--- src/rtl/dpot_pkg.sv ---
package dpot_pkg;
  localparam int unsigned CMD_W = 8;

  typedef enum logic [CMD_W-1:0] {
    CMD_READ  = 8'h00,
    CMD_WRITE = 8'h01,
    CMD_SLEEP = 8'h02,
    CMD_WAKE  = 8'h03
  } cmd_e;
endpackage

--- src/rtl/dpot_pin_sync.sv ---
module dpot_pin_sync #(
  parameter int unsigned SYNC_STAGES = 2
) (
  input  logic clk,
  input  logic rst_n,
  input  logic sck,
  input  logic cs_n,
  input  logic sdi,
  output logic sdi_s,
  output logic sck_rise,
  output logic sck_fall,
  output logic cs_rise,
  output logic cs_fall,
  output logic cs_act
);
  localparam int unsigned LAST = SYNC_STAGES - 1;

  // One extra stage on sck/cs gives the previous value for edge detection.
  logic [SYNC_STAGES:0]   sck_q, sck_d;
  logic [SYNC_STAGES:0]   cs_q, cs_d;
  logic [SYNC_STAGES-1:0] sdi_q, sdi_d;

  always_comb begin
    sck_d = {sck_q[SYNC_STAGES-1:0], sck};
    cs_d  = {cs_q[SYNC_STAGES-1:0], cs_n};
    sdi_d = {sdi_q[SYNC_STAGES-2:0], sdi};
  end

  always_ff @(posedge clk or negedge rst_n) begin
    if (!rst_n) begin
      sck_q <= '0;
      cs_q  <= '1;
      sdi_q <= '0;
    end else begin
      sck_q <= sck_d;
      cs_q  <= cs_d;
      sdi_q <= sdi_d;
    end
  end

  assign cs_act   = ~cs_q[LAST];
  assign sdi_s    = sdi_q[LAST];
  assign sck_rise = cs_act &  sck_q[LAST] & ~sck_q[SYNC_STAGES];
  assign sck_fall = cs_act & ~sck_q[LAST] &  sck_q[SYNC_STAGES];
  assign cs_fall  = ~cs_q[LAST] &  cs_q[SYNC_STAGES];
  assign cs_rise  =  cs_q[LAST] & ~cs_q[SYNC_STAGES];
endmodule

--- src/rtl/dpot_frame_shift.sv ---
module dpot_frame_shift
  import dpot_pkg::*;
#(
  parameter int unsigned WIPER_W = 8
) (
  input  logic               clk,
  input  logic               rst_n,
  input  logic               sdi_s,
  input  logic               sck_rise,
  input  logic               sck_fall,
  input  logic               cs_rise,
  input  logic               cs_fall,
  input  logic [WIPER_W-1:0] rd_data,
  output logic               sdo,
  output logic               commit,
  output logic [CMD_W-1:0]   cmd,
  output logic [WIPER_W-1:0] data
);
  localparam int unsigned FRAME_W = CMD_W + WIPER_W;
  localparam int unsigned CNT_W   = $clog2(FRAME_W);
  localparam logic [CNT_W-1:0] CNT_TOP = CNT_W'(FRAME_W - 1);

  logic [FRAME_W-1:0] shreg_q, shreg_d;
  logic [CNT_W-1:0]   cnt_q, cnt_d;
  logic               seen_q, seen_d;
  logic               sdo_q, sdo_d;
  logic               commit_q, commit_d;
  logic [CMD_W-1:0]   cmd_q, cmd_d;
  logic [WIPER_W-1:0] data_q, data_d;
  logic               frame_ok;

  assign frame_ok = seen_q && (cnt_q == '0);

  always_comb begin
    shreg_d  = shreg_q;
    cnt_d    = cnt_q;
    seen_d   = seen_q;
    sdo_d    = sdo_q;
    commit_d = 1'b0;
    cmd_d    = cmd_q;
    data_d   = data_q;
    if (cs_fall) begin
      cnt_d  = '0;
      seen_d = 1'b0;
      sdo_d  = shreg_q[FRAME_W-1];
    end else if (sck_rise) begin
      shreg_d = {shreg_q[FRAME_W-2:0], sdi_s};
      cnt_d   = (cnt_q == CNT_TOP) ? '0 : cnt_q + 1'b1;
      seen_d  = 1'b1;
    end else if (sck_fall) begin
      sdo_d = shreg_q[FRAME_W-1];
    end else if (cs_rise && frame_ok) begin
      commit_d = 1'b1;
      cmd_d    = shreg_q[FRAME_W-1 -: CMD_W];
      data_d   = shreg_q[WIPER_W-1:0];
      if (shreg_q[FRAME_W-1 -: CMD_W] == CMD_READ)
        shreg_d[WIPER_W-1:0] = rd_data;
    end
  end

  always_ff @(posedge clk or negedge rst_n) begin
    if (!rst_n) begin
      shreg_q  <= '0;
      cnt_q    <= '0;
      seen_q   <= 1'b0;
      sdo_q    <= 1'b0;
      commit_q <= 1'b0;
      cmd_q    <= '0;
      data_q   <= '0;
    end else begin
      shreg_q  <= shreg_d;
      cnt_q    <= cnt_d;
      seen_q   <= seen_d;
      sdo_q    <= sdo_d;
      commit_q <= commit_d;
      cmd_q    <= cmd_d;
      data_q   <= data_d;
    end
  end

  assign sdo    = sdo_q;
  assign commit = commit_q;
  assign cmd    = cmd_q;
  assign data   = data_q;

  // output bit only moves on a falling SCK or a select fall
  p_sdo_hold_r8: assert property (@(posedge clk) disable iff (!rst_n)
    !(sck_fall || cs_fall) |=> $stable(sdo_q));

  // commits only follow a select release
  p_commit_on_release_r6: assert property (@(posedge clk) disable iff (!rst_n)
    commit_q |-> $past(cs_rise));
endmodule

--- src/rtl/dpot_wiper_reg.sv ---
module dpot_wiper_reg
  import dpot_pkg::*;
#(
  parameter int unsigned WIPER_W = 8
) (
  input  logic               clk,
  input  logic               rst_n,
  input  logic               commit,
  input  logic [CMD_W-1:0]   cmd,
  input  logic [WIPER_W-1:0] data,
  output logic [WIPER_W-1:0] wiper,
  output logic               asleep
);
  localparam logic [WIPER_W-1:0] MID_POS = WIPER_W'(1) << (WIPER_W - 1);

  logic [WIPER_W-1:0] wiper_q, wiper_d;
  logic               asleep_q, asleep_d;

  always_comb begin
    wiper_d  = wiper_q;
    asleep_d = asleep_q;
    if (commit) begin
      unique case (cmd)
        CMD_WRITE: wiper_d  = data;
        CMD_SLEEP: asleep_d = 1'b1;
        CMD_WAKE:  asleep_d = 1'b0;
        default:   ;
      endcase
    end
  end

  always_ff @(posedge clk or negedge rst_n) begin
    if (!rst_n) begin
      wiper_q  <= MID_POS;
      asleep_q <= 1'b0;
    end else begin
      wiper_q  <= wiper_d;
      asleep_q <= asleep_d;
    end
  end

  assign wiper  = wiper_q;
  assign asleep = asleep_q;

  // state holds without a commit
  p_state_hold_r11: assert property (@(posedge clk) disable iff (!rst_n)
    !commit |=> ($stable(wiper_q) && $stable(asleep_q)));

  // leaving shutdown keeps the stored position
  p_wake_keeps_pos_r5: assert property (@(posedge clk) disable iff (!rst_n)
    (commit && cmd == CMD_WAKE) |=> ($stable(wiper_q) && !asleep_q));
endmodule

--- src/rtl/dpot_tap_decode.sv ---
module dpot_tap_decode #(
  parameter int unsigned WIPER_W = 8,
  localparam int unsigned TAPS   = 1 << WIPER_W
) (
  input  logic               clk,
  input  logic               rst_n,
  input  logic [WIPER_W-1:0] wiper,
  input  logic               asleep,
  output logic [TAPS-1:0]    tap_sel,
  output logic               high_en,
  output logic               wl_short
);
  for (genvar i = 0; i < TAPS; i++) begin : g_tap
    assign tap_sel[i] = ~asleep & (wiper == WIPER_W'(i));
  end

  assign high_en  = ~asleep;
  assign wl_short = asleep;

  // one closed tap at the stored position while active
  p_tap_onehot_r10: assert property (@(posedge clk) disable iff (!rst_n)
    !asleep |-> ($countones(tap_sel) == 1 && tap_sel[wiper]));

  // string open and wiper shorted low in shutdown
  p_shutdown_open_r4: assert property (@(posedge clk) disable iff (!rst_n)
    asleep |-> (tap_sel == '0 && wl_short && !high_en));
endmodule

--- src/rtl/dpot_ctrl.sv ---
module dpot_ctrl
  import dpot_pkg::*;
#(
  parameter int unsigned WIPER_W     = 8,
  parameter int unsigned SYNC_STAGES = 2,
  localparam int unsigned TAPS       = 1 << WIPER_W
) (
  input  logic            clk,
  input  logic            rst_n,
  input  logic            spi_sck,
  input  logic            spi_cs_n,
  input  logic            spi_mosi,
  output logic            spi_miso,
  output logic            spi_miso_oe,
  output logic [TAPS-1:0] tap_sel,
  output logic            high_en,
  output logic            wl_short
);
  // Asynchronous assertion, synchronous release
  logic [1:0] rst_q;
  logic       rst_l;

  always_ff @(posedge clk or negedge rst_n) begin
    if (!rst_n) rst_q <= '0;
    else        rst_q <= {rst_q[0], 1'b1};
  end
  assign rst_l = rst_q[1];

  logic               sdi_s, sck_rise, sck_fall, cs_rise, cs_fall, cs_act;
  logic               commit, asleep;
  logic [CMD_W-1:0]   cmd;
  logic [WIPER_W-1:0] data, wiper;

  dpot_pin_sync #(.SYNC_STAGES(SYNC_STAGES)) i_sync (
    .clk(clk), .rst_n(rst_l), .sck(spi_sck), .cs_n(spi_cs_n), .sdi(spi_mosi),
    .sdi_s(sdi_s), .sck_rise(sck_rise), .sck_fall(sck_fall),
    .cs_rise(cs_rise), .cs_fall(cs_fall), .cs_act(cs_act)
  );

  dpot_frame_shift #(.WIPER_W(WIPER_W)) i_shift (
    .clk(clk), .rst_n(rst_l), .sdi_s(sdi_s), .sck_rise(sck_rise),
    .sck_fall(sck_fall), .cs_rise(cs_rise), .cs_fall(cs_fall),
    .rd_data(wiper), .sdo(spi_miso), .commit(commit), .cmd(cmd), .data(data)
  );

  dpot_wiper_reg #(.WIPER_W(WIPER_W)) i_wiper (
    .clk(clk), .rst_n(rst_l), .commit(commit), .cmd(cmd), .data(data),
    .wiper(wiper), .asleep(asleep)
  );

  dpot_tap_decode #(.WIPER_W(WIPER_W)) i_taps (
    .clk(clk), .rst_n(rst_l), .wiper(wiper), .asleep(asleep),
    .tap_sel(tap_sel), .high_en(high_en), .wl_short(wl_short)
  );

  assign spi_miso_oe = cs_act;
endmodule

--- config.mk ---
export PLATFORM = sky130hd
export DESIGN_NAME = dpot_ctrl
export DESIGN_NICKNAME = d
export VERILOG_FILES = /design/src/rtl/dpot_pkg.sv /design/src/rtl/dpot_pin_sync.sv /design/src/rtl/dpot_frame_shift.sv /design/src/rtl/dpot_wiper_reg.sv /design/src/rtl/dpot_tap_decode.sv /design/src/rtl/dpot_ctrl.sv
export SDC_FILE = /design/constraint.sdc
export NUM_CORES = 1
export LEC_CHECK = 0
export BUFFER_PORTS_ARGS = -buffer_cell sky130_fd_sc_hd__buf_2
export CAP_MARGIN = 20
export CORE_ASPECT_RATIO = 0.75
export CORE_MARGIN = 10
export CORE_UTILIZATION = 25
export CTS_CLUSTER_DIAMETER = 120
export DETAILED_ROUTE_END_ITERATION = 6
export GPL_TIMING_DRIVEN = 0
export PLACE_DENSITY = 0.66
export SKIP_CTS_REPAIR_TIMING = 1
export SLEW_MARGIN = 20
export SYNTH_ARGS = -nofsm -noshare
export SYNTH_HDL_FRONTEND = slang
export SYNTH_SLANG_ARGS = --single-unit
--- constraint.sdc ---
create_clock -name clk -period 3.3 [get_ports clk]
set_clock_uncertainty 0.15 [all_clocks]
set_input_delay 0.165 -clock clk [delete_from_list [all_inputs] [get_ports clk]]
set_output_delay 0.165 -clock clk [all_outputs]
set_load 0.01 [all_outputs]
# Yosys cells after proc, flatten, opt, wreduce, memory -nomap -nowiden
# Index checks and enable logic that the tools add are counted.
# classes
addsub,1
n_eq_ne,261
muxes,17
n_bitwise,270
reduce_logical,16
# op_table
cell,n
8-bit equality test (second input constant),128
8-bit by 7-bit equality test with 1-bit output (second input constant),64
1-bit AND,262
8-bit by 6-bit equality test with 1-bit output (second input constant),32
8-bit by 5-bit equality test with 1-bit output (second input constant),16
8-bit by 4-bit equality test with 1-bit output (second input constant),8
8-bit by 2-bit equality test with 1-bit output (second input constant),4
8-bit by 3-bit equality test with 1-bit output (second input constant),4
8-bit 2-to-1 mux,4
8-bit by 1-bit equality test with 1-bit output (second input constant),2
8-bit logical NOT,2
4-bit 2-to-1 mux,3
2-bit nonzero test,5
1-bit 2-to-1 mux,9
1-bit inverter,8
2-bit AND reduction,4
4-bit AND reduction,2
4-bit by 1-bit adder with 4-bit output (second input constant),1
4-bit equality test (second input constant),1
4-bit logical NOT,1
1-bit logical AND,2
2-bit by 1-bit != test with 1-bit output (second input constant),1
2-bit != test (second input constant),1
1-bit case mux with 2 select lines,1
# totals
ff_bits,58
in_bits,5
output_inout_bits,260
word_cells,579

# Logic depth before layout (Yosys ltp)
# depth
depth_word,7
ltp_mapped,6
mapped_depth_nobuf,6

# Modules after synthesis
# From an unflattened synthesis, not the netlist that was laid out.
# hier_totals
cells_unflattened,524
hier_area_um2,4344.2
# by_module_without_submodules
module,n_inst,cells_each,area_each_um2,seq_area_each_um2
dpot_tap_decode,1,372,2013.2,0.0
dpot_frame_shift,1,113,1654.1,975.9
dpot_wiper_reg,1,23,387.9,226.5
dpot_pin_sync,1,13,235.2,203.9
dpot_ctrl,1,3,53.8,50.0

# Worst setup path after synthesis
# OpenSTA, ideal clock, no wires.
# synth_path
path_type,reg-to-reg
from,reg i_sync.cs_q[1]
to,"reg i_shift.cmd_q[5], in the netlist i_shift.cmd[5]"
arrival_time_ps,1913
t_required_ps,3025
setup_slack_ps,1112
stages_incl_launch_ff,6
path_buffers,2
period_less_slack_ps,2188
cell_sequence,dfstp_2 buf_4 or4b_4 nor2_2 buf_6 mux2_2
# synth_via
elab_chain_cells,5
word_cells_on_any_way,12
# synth_rtl
item,line,rtl
from (decl),dpot_pin_sync.sv:20,"logic [SYNC_STAGES:0] cs_q, cs_d;"
from (signal assigned),dpot_pin_sync.sv:36,cs_q <= cs_d;
1-bit inverter,"dpot_pin_sync.sv:41, dpot_pin_sync.sv:45",
1-bit AND (on tied branches) (2 in a row),"dpot_pin_sync.sv:43, dpot_pin_sync.sv:44",
1-bit inverter (no source line),--,
4-bit AND reduction (no source line) *,--,
to (signal assigned),dpot_frame_shift.sv:76,cmd_q <= cmd_d;
to (decl),dpot_frame_shift.sv:28,"logic [CMD_W-1:0] cmd_q, cmd_d;"
# Mark *: on every way between the ends. The rest lies on a longest branch, timed or not.
# A chain may end at the register's enable or synchronous reset.

# Worst setup path after layout
# layout_path
from,"reg i_wiper.wiper_q[2], in the netlist i_wiper.wiper[2]"
to,out tap_sel[7]
# layout_via
elab_chain_cells,2
# layout_rtl
item,line,rtl
from (decl),dpot_wiper_reg.sv:16,"logic [WIPER_W-1:0] wiper_q, wiper_d;"
from (signal assigned),dpot_wiper_reg.sv:37,wiper_q <= wiper_d;
8-bit by 3-bit equality test with 1-bit output,dpot_tap_decode.sv:14,assign tap_sel[i] = ~asleep & (wiper == WIPER_W'(i));
1-bit AND,dpot_tap_decode.sv:14,
to (decl),dpot_ctrl.sv:15,"output logic [TAPS-1:0] tap_sel,"
# No other way between the ends.

==> results.yml <==
run_status:
  status: "complete, no violations"
clock_network:
  root_buffer: "clkbuf_16"
  cts_buffer_depth: 2
  clk_latency_ns: 0.32
  clock_sinks: 58
  cts_tree: "yes"
  cts_made_buffers: 9
  cts_htree_levels: 3
  worst_setup_hold_path_clk_slew_ns: 0.05
final_layout:
  insertedDiodeCount: 0
  regArea_um2: 1460
  drive_above_1_share_pct: 40.9
  multi_input_area_um2: 1970
  finish.utilization_pct: 39.3
  finalNetCount: 796
  fillers: 1534
  areaGrowthSynthToFinish_pct: 54.9
critical_path:
  end_kind: "output port"
  cp_max_fo: 10
  cp_data_required_time_ns: 2.98
  startpoint_type: "flip-flop"
  cp.arrival_ns: 2.67
  path_class: "reg2out"
  r2r_slack_ns: 0.88
placed_design:
  place_ws_ns: 0.709
  gp_congestion: 0.878
  dpl.hpwl_mm: 14.2
  portBuffers: 264
sta:
  finalHoldViolCount: 0
  worst_slack_ns: 0.313
  worstMarginPinSlew_ns: 0.776
  relSlewSlack_pct: 48.0
  max_freq_mhz: 335
  slew_violations: 0
  fin_tns_setup_ns: 0
  period_needed_ns: 2.99
  rsz0062_at_grt: "no"
  period_share_pct: 90.5
  setup_viol: 0
floorplan:
  ioPinCount: 265
  core_area_um2: 14400
  start_util_pct: 25.4
  fp.dieW_um: 160
  fp.dieArea_um2: 19900
  rows: 38
  fp.dieH_um: 125
yosys:
  synth-edff-count: 0
  yosysWarnings: 0
  yosysTopAreaCellShare_pct: 36.9
  synthFlopType: "dfrtp_1"
  synth_cells: 509
  synth_area_per_cell_um2: 7.19
  synth_area_leader_cell: "dfrtp_1"
  syn_area_um2: 3660
  async_flop_share_pct: 100
  ys_seq_area_share_pct: 39.8
  ys_ff_latch: 58
  syn_nets: 516
  synth_area_leaders: "dfrtp_1 (37%), nor2_1 (27%), mux2_2 (10%)"
  synth.distinct_cells: 36
global_route:
  grt.total_usage_pct: 16.7
  grt_pass1_wl_mm: 26.8
  grt_max_degree: 57
  grt_pass1_vias: 4376
  grt-ovfl-total: 0
  antenna_found_initial: 0
hold_path:
  worst_hold_path_type: "reg2reg"
routing:
  wl_per_cell_um: 17.9
  first_iter_violations: 454
  first_pass_iters: 6
  viasPerCell: 4.65
  routed-via-count: 4625
  route.detailed.drc: 0
  wirelength_mm: 17.8
  ant_nets: 0
pwr:
  total_power_uw: 2040
  ir_worst_vdd_v: 0.000267
  powerDensity_nw_per_um2: 360
  leakage_uw: 0.00311
run:
  max-cap-violations: 0
-- synthesized netlist by cell type, types with 2 or more instances --
cell type / number
a21oi_1: 3
or4_1: 2
dfstp_2: 4
mux2_2: 33
nand2b_1: 3
o21ai_0: 11
a31oi_1: 2
nor3_1: 5
inv_1: 13
dfrtp_1: 54
nand4_1: 2
a22oi_1: 9
ha_1: 2
buf_6: 2
nand3b_1: 4
nand2_1: 25
nor3b_1: 2
nor2_1: 259
clkbuf_1: 40
nand3_1: 11
and3_1: 2
nor2b_1: 7
-- cell type report --
class                      instances  area share [%]
multi-input combinational        395            34.8
sequential                        58            25.8
timing repair buffer             269            24.2
tap                              200            4.42
clock buffer                      11            4.11
buffer                            43            3.18
clock inverter                     5            2.65
inverter                          13           0.861
-- stage by stage --
step	hold WS (ns)	std cells	area, µm²
3_3_place_gp	-0.197	973	5230
6_report	0.196	994	5670
3_5_place_dp	-0.196	973	5230
2_1_floorplan	-0.281	509	3660
4_1_cts	-0.541	989	5620
5_1_grt	0.202	994	5670
-- layout by cell type (no fill, tap or decap), types with 7 or more instances in the layout --
cell type,count
buf_2,264
inv_1,13
o21ai_0,11
clkbuf_1,42
dfrtp_1,53
clkbuf_16,9
nor2_1,259
nand2_1,25
nand3_1,11
nor2b_1,7
mux2_2,33
a22oi_1,9
-- power by group --
| group | total, µW | internal [µW] | leakage [µW] | switching (µW) |
|---|---|---|---|---|
| Combinational | 70.1 | 36.4 | 0.00215 | 33.7 |
| Clock | 1200 | 890 | 0.000184 | 308 |
| Sequential | 773 | 742 | 0.000774 | 30.7 |
-- critical path, stage by stage, from the launching register on --
cell	delay, ns
dfrtp_1	0.31
clkbuf_1	0.34
nor3b_1	0.44
nand3_1	0.34
clkbuf_1	0.40
nor2_1	0.31
buf_2	0.19
-- sequential cells by signal, indices dropped and copies added (netlist names) --
| register | cells |
|---|---|
| i_shift.cmd | 8 |
| i_shift.cnt_q | 4 |
| i_shift.commit | 1 |
| i_shift.data | 8 |
| i_shift.sdo | 1 |
| i_shift.seen_q | 1 |
| i_shift.shreg_q | 16 |
| i_sync.cs_q | 3 |
| i_sync.sck_q | 3 |
| i_sync.sdi_q | 2 |
| i_wiper.asleep | 1 |
| i_wiper.wiper | 8 |
| rst_q | 2 |
-- worst paths after layout --
path / startpoint / cells past startpoint / to
min reg2reg: i_sync.sdi_q[0]$_DFF_PN0_ / 0 / i_sync.sdi_q[1]$_DFF_PN0_
min in group asynchronous: rst_q[1]$_DFF_PN0_ / 0 / i_shift.shreg_q[11]$_DFFE_PN0P_
max in group asynchronous: rst_q[1]$_DFF_PN0_ / 0 / i_shift.data[5]$_DFFE_PN0P_
max: i_wiper.wiper[2]$_DFFE_PN0P_ / 6 / tap_sel[7]
min: i_sync.sdi_q[0]$_DFF_PN0_ / 0 / i_sync.sdi_q[1]$_DFF_PN0_
max reg2reg: i_sync.cs_q[1]$_DFF_PN1_ / 5 / i_shift.shreg_q[1]$_DFFE_PN0P_
-- kinds of logic after synthesis --
family | Yosys count | share of synthesized area, %
compound gates | 30 | 5.33
other cells | 1 | 0.103
mux | 34 | 10.4
buf+inv | 56 | 6.26
fa+ha+maj | 2 | 0.684
simple gates | 328 | 37.4
flops | 58 | 39.8
-- layer usage --
layer | vias up | track usage, % | share of wire (%)
li1 | 2172 | - | -
met1 | 2176 | 21.7 | 41
met2 | 247 | 26.8 | 48
met3 | 30 | 4.89 | 9.5
met4 | 0 | 3.70 | 2.0
met5 | - | 0 | 0
No activity file was read; power rests on OpenSTA's default activity.
